[config.mk]
export PLATFORM = sky130hd
export DESIGN_NAME = cfgp_reader
export DESIGN_NICKNAME = d
export VERILOG_FILES = /design/src/rtl/cfgp_pkg.sv /design/src/rtl/cfgp_pin_decode.sv /design/src/rtl/cfgp_addr_counter.sv /design/src/rtl/cfgp_bit_store.sv /design/src/rtl/cfgp_reader.sv
export SDC_FILE = /design/constraint.sdc
export NUM_CORES = 1
export LEC_CHECK = 0
export BUFFER_PORTS_ARGS = -buffer_cell sky130_fd_sc_hd__buf_2
export CORE_MARGIN = 8
export CORE_UTILIZATION = 25
export CTS_BUF_LIST = sky130_fd_sc_hd__clkbuf_4
export CTS_CLUSTER_SIZE = 30
export DETAILED_ROUTE_END_ITERATION = 12
export HOLD_SLACK_MARGIN = 0.03
export PLACE_DENSITY = 0.38
export SYNTH_ARGS = -nofsm -noshare
export SYNTH_HDL_FRONTEND = slang
export SYNTH_SLANG_ARGS = --single-unit
[constraint.sdc]
create_clock -name clk -period 1.9 [get_ports clk]
set_input_delay 0.19 -clock clk [delete_from_list [all_inputs] [get_ports clk]]
set_output_delay 0.19 -clock clk [all_outputs]
set_load 0.005 [all_outputs]
[src/rtl/cfgp_pkg.sv]
package cfgp_pkg;

    // Decoded control state derived from the external pins.
    typedef struct packed {
        logic rst;   // counter reset request
        logic oe;    // output enable (inverse of rst)
        logic ce;    // chip selected
        logic run;   // ce && oe: counting permitted
    } cfgp_ctrl_t;

    function automatic logic pin_is_reset(input logic pin, input bit active_high);
        return active_high ? pin : ~pin;
    endfunction

    function automatic cfgp_ctrl_t build_ctrl(input logic rst_lvl, input logic ce_n);
        cfgp_ctrl_t c;
        c.rst = rst_lvl;
        c.oe  = ~rst_lvl;
        c.ce  = ~ce_n;
        c.run = c.oe & c.ce;
        return c;
    endfunction

endpackage

[src/rtl/cfgp_pin_decode.sv]
module cfgp_pin_decode
    import cfgp_pkg::*;
#(
    parameter bit RST_ACTIVE_HIGH = 1'b1
) (
    input  logic       rst_oe,
    input  logic       ce_n,
    output cfgp_ctrl_t ctrl
);
    logic rst_lvl;

    generate
        if (RST_ACTIVE_HIGH) begin : g_rst_high
            assign rst_lvl = pin_is_reset(rst_oe, 1'b1);
        end else begin : g_rst_low
            assign rst_lvl = pin_is_reset(rst_oe, 1'b0);
        end
    endgenerate

    assign ctrl = build_ctrl(rst_lvl, ce_n);

endmodule

[src/rtl/cfgp_addr_counter.sv]
module cfgp_addr_counter
    import cfgp_pkg::*;
#(
    parameter int DEPTH = 512,
    localparam int AW = $clog2(DEPTH + 1)
) (
    input  logic          clk,
    input  cfgp_ctrl_t    ctrl,
    output logic [AW-1:0] addr,
    output logic          past_tc
);
    localparam logic [AW-1:0] LAST = AW'(DEPTH - 1);
    localparam logic [AW-1:0] TOP  = AW'(DEPTH);

    always_ff @(posedge clk) begin
        if (ctrl.rst) begin
            addr    <= '0;
            past_tc <= 1'b0;
        end else if (ctrl.run && !past_tc) begin
            addr <= addr + 1'b1;
            if (addr == LAST) past_tc <= 1'b1;
        end
    end

    // reset holds the address at zero
    p_hold_zero_r1: assert property (@(posedge clk) ctrl.rst |=> (addr == '0 && !past_tc));
    // deselected means frozen
    p_frozen_r3: assert property (@(posedge clk) disable iff (ctrl.rst)
        (!ctrl.ce && !$past(ctrl.rst)) |=> $stable(addr));
    // single step per enabled edge
    p_step_r2: assert property (@(posedge clk) disable iff (ctrl.rst)
        (ctrl.run && !past_tc && !$past(ctrl.rst)) |=> (addr == $past(addr) + 1'b1));
    // no wrap past the top
    p_no_wrap_r7: assert property (@(posedge clk) disable iff (ctrl.rst)
        (past_tc && !$past(ctrl.rst)) |=> (past_tc && addr == TOP));

endmodule

[src/rtl/cfgp_bit_store.sv]
module cfgp_bit_store #(
    parameter int               DEPTH   = 512,
    parameter logic [DEPTH-1:0] CONTENT = '0,
    localparam int AW = $clog2(DEPTH + 1),
    localparam int IW = $clog2(DEPTH)
) (
    input  logic [AW-1:0] addr,
    output logic          bit_val
);
    always_comb begin
        if (addr < AW'(DEPTH)) bit_val = CONTENT[addr[IW-1:0]];
        else                   bit_val = 1'b0;
    end

endmodule

[src/rtl/cfgp_reader.sv]
module cfgp_reader
    import cfgp_pkg::*;
#(
    parameter int               DEPTH           = 512,
    parameter logic [DEPTH-1:0] CONTENT         = '0,
    parameter bit               RST_ACTIVE_HIGH = 1'b1,
    localparam int AW = $clog2(DEPTH + 1)
) (
    input  logic clk,
    input  logic ce_n,
    input  logic rst_oe,
    output logic data_out,
    output logic data_oe,
    output logic ceo_n,
    output logic standby
);
    cfgp_ctrl_t    ctrl;
    logic [AW-1:0] addr;
    logic          past_tc;
    logic          cur_bit;

    cfgp_pin_decode #(.RST_ACTIVE_HIGH(RST_ACTIVE_HIGH)) u_decode (
        .rst_oe (rst_oe),
        .ce_n   (ce_n),
        .ctrl   (ctrl)
    );

    cfgp_addr_counter #(.DEPTH(DEPTH)) u_counter (
        .clk     (clk),
        .ctrl    (ctrl),
        .addr    (addr),
        .past_tc (past_tc)
    );

    cfgp_bit_store #(.DEPTH(DEPTH), .CONTENT(CONTENT)) u_store (
        .addr    (addr),
        .bit_val (cur_bit)
    );

    assign data_oe  = ctrl.run & ~past_tc;
    assign data_out = data_oe & cur_bit;
    assign ceo_n    = ~(ctrl.run & past_tc);
    assign standby  = ~ctrl.ce;

    // never drive data while handing off
    p_exclusive_r4: assert property (@(posedge clk) disable iff (ctrl.rst)
        !(data_oe && !ceo_n));
    // cascade low only while selected
    p_ceo_sel_r5: assert property (@(posedge clk) disable iff (ctrl.rst)
        !ceo_n |-> !ce_n);
    // reset level forces cascade high
    p_ceo_reset_r6: assert property (@(posedge clk) ctrl.rst |-> (ceo_n && !data_oe));

endmodule

==> flow_metrics.tcl <==
set metrics [dict create \
    status "finished, final reports clean" \
    via_per_inst 4.67 \
    die_width_um 62.3 \
    finalSetupViolCount 0 \
    clock_sinks 11 \
    power.leakage_nw 0.221 \
    drt_iter0_markers 11 \
    ir_drop_mv 0.331 \
    p_per_area_nw_per_um2 703 \
    cts_tree "yes" \
    clk_pin_slew_worst_paths_ns 0.08 \
    fin_tns_setup_ns 0 \
    synth_top_area_cell "dfxtp_1" \
    ios 7 \
    worstPathRequired_ns 2.06 \
    fin_skew_ns 0.00453 \
    final_common_cell "dfxtp_1" \
    finalHoldViolCount 0 \
    cts.path.max_buffers 2 \
    layout-drive-gt1-share_pct 18.3 \
    place.gp.congestion 0.630 \
    clk-insertion-delay-late_ns 0.27 \
    r2r_start "u_counter.past_tc" \
    synth.distinct_cells 26 \
    fillers 228 \
    core_area_um2 2000 \
    grt_start_max_net_pins 16 \
    worstSetupStartpointType "flip-flop" \
    cts_root_buf "clkbuf_4" \
    max-cap-violations 0 \
    max_freq_mhz 550 \
    grt.overflow.total 0 \
    ys_top_cells_by_area "dfxtp_1 41%, nand2_1 4.9%, mux2_1 4.2%, o31ai_1 4.2%, or4_1 4.2%" \
    die_area_um2 3890 \
    crit_path_end_kind "flip-flop" \
    hold_depth 3 \
    multi_input_area_um2 288 \
    ys_ff_latch 11 \
    final_cell_mix "11 x dfxtp_1, 7 x nand2_1, 5 x nor2_1, 5 x buf_2" \
    wirelength_mm 1.16 \
    critPathKind "reg2reg" \
    grtUsageTotal_pct 6.31 \
    vias 458 \
    yosys_warnings 0 \
    synth_area_per_cell_um2 8.52 \
    worstPathMaxFanout 10 \
    htree_levels 1 \
    antenna_found_initial 0 \
    syn-instance-count 63 \
    finalCritPeriodShare_pct 95.7 \
    nets 76 \
    cts_buffers 3 \
    register_area_um2 220 \
    slew_viol_final 0 \
    syn_nets 67 \
    routedWlPerCell_um 11.9 \
    die_h_um 62.3 \
    first_pass_iters 4 \
    portBuffers 5 \
    period_minus_slack_ns 1.82 \
    hold_path_end "u_counter.addr[2]" \
    hp-class "in2reg" \
    syn-cell-area_um2 537 \
    areaGrowthSynthToFinish_pct 17.5 \
    n_antenna_cell 0 \
    post-dp-hpwl_um 852 \
    cp_data_arrival_time_ns 1.98 \
    min_from "rst_oe" \
    ant_nets 0 \
    rsz0062_at_grt "false" \
    worstRegToRegCells 3 \
    grt_pass1_vias 427 \
    r2r-end "u_counter.addr[9]" \
    rows 16 \
    fin_hold_ws_ns 0.295 \
    postCtsSetupBuffers 0 \
    ys_seq_area_share_pct 41.0 \
    synth_top_area_share_pct 41.0 \
    start_util_pct 26.8 \
    grt_pass1_wl_mm 1.99 \
    drc_errors 0 \
    r2r_setup_slack_ns 0.08 \
]
==> layout make-up <==
cell class	count	area share, %
multi-input cells	45	45.6
flip-flops and latches	11	34.9
repair buffers	8	7.54
well taps	27	5.36
clock buffers	4	4.76
inverters	3	1.79
==> worst max-delay path by stage <==
stage | start | to | slack, ns | depth (start not counted)
2_1_floorplan | u_counter.past_tc | u_counter.addr[9] | 0.17 | 4
3_3_place_gp | ce_n | u_counter.addr[9] | 0.07 | 4
3_5_place_dp | ce_n | u_counter.addr[9] | 0.05 | 4
4_1_cts | u_counter.past_tc | u_counter.addr[9] | 0.06 | 3
5_1_grt | u_counter.past_tc | u_counter.addr[9] | 0.03 | 3
6_report | u_counter.past_tc | u_counter.addr[9] | 0.08 | 3
==> critical path, stage by stage (launching register included) <==
cell,delay [ns]
dfxtp_1,0.31
or4b_1,0.69
nor4_1,0.36
mux2_1,0.35
==> report_power, final <==
| part | leakage, nW | internal [W] | total, W | switching, W |
|---|---|---|---|---|
| Combinational | 0.114 | 0.0000102 | 0.0000265 | 0.0000163 |
| Sequential | 0.0889 | 0.000234 | 0.000237 | 0.00000310 |
| Clock | 0.0184 | 0.0000955 | 0.000179 | 0.0000837 |
==> layer usage <==
metal  track usage, %  part of all wire [%]  wire (µm)
met5                0                     0          0
met4             1.71                   1.2         14
met3             4.30                   5.6         65
met2             9.44                    47        545
met1             7.10                    46        538
==> synthesized netlist by cell type <==
master    number
or3_1          1
o31ai_1        3
nor4b_1        2
xnor2_1        2
buf_2          1
a21oi_1        4
or4_1          3
nor3_1         2
o21ai_0        1
or4b_1         1
o21ai_1        1
nor4_1         2
dfxtp_1       11
clkbuf_1       1
nor2b_1        2
a32o_1         1
mux2_1         2
buf_4          2
conb_1         1
mux2i_1        1
inv_1          3
ha_1           1
nand3_1        2
nand2_1        7
nand4_1        1
nor2_1         5
==> what timing repair did <==
action	CTS	global route
hold buffers	0	0
setup endpoints to repair	0	1
gates resized for setup	0	1
==> sequential cells by signal, indices dropped and copies added (netlist names) <==
signal / flops
u_counter.past_tc: 1
u_counter.addr: 10
==> through the flow <==
step                      setup WS, ns  cell area [µm²]  std cells  total power (W)  util [%]
final                           0.0818              631         98         0.000443      31.5
after global routing            0.0316              631         98         0.000470      31.5
after CTS                       0.0635              624         98         0.000452      31.2
after detailed placement        0.0513              594         94         0.000270      29.7
after global placement          0.0718              594         94         0.000270      29.7
after floorplan                  0.171              537         63         0.000260         -
==> kinds of logic (layout without fill, tap and decap cells) <==
kind of cell,count (synthesis),in the layout,synth area share [%]
mux,3,3,6.06
compound gates,10,10,11.7
fa+ha+maj,1,1,2.33
other cells,1,1,0.699
xor+xnor,2,2,3.26
simple gates,28,28,28.4
buf+inv,7,15,6.52
flops,11,11,41.0
Note: power is estimated with default switching activity, not from simulation.
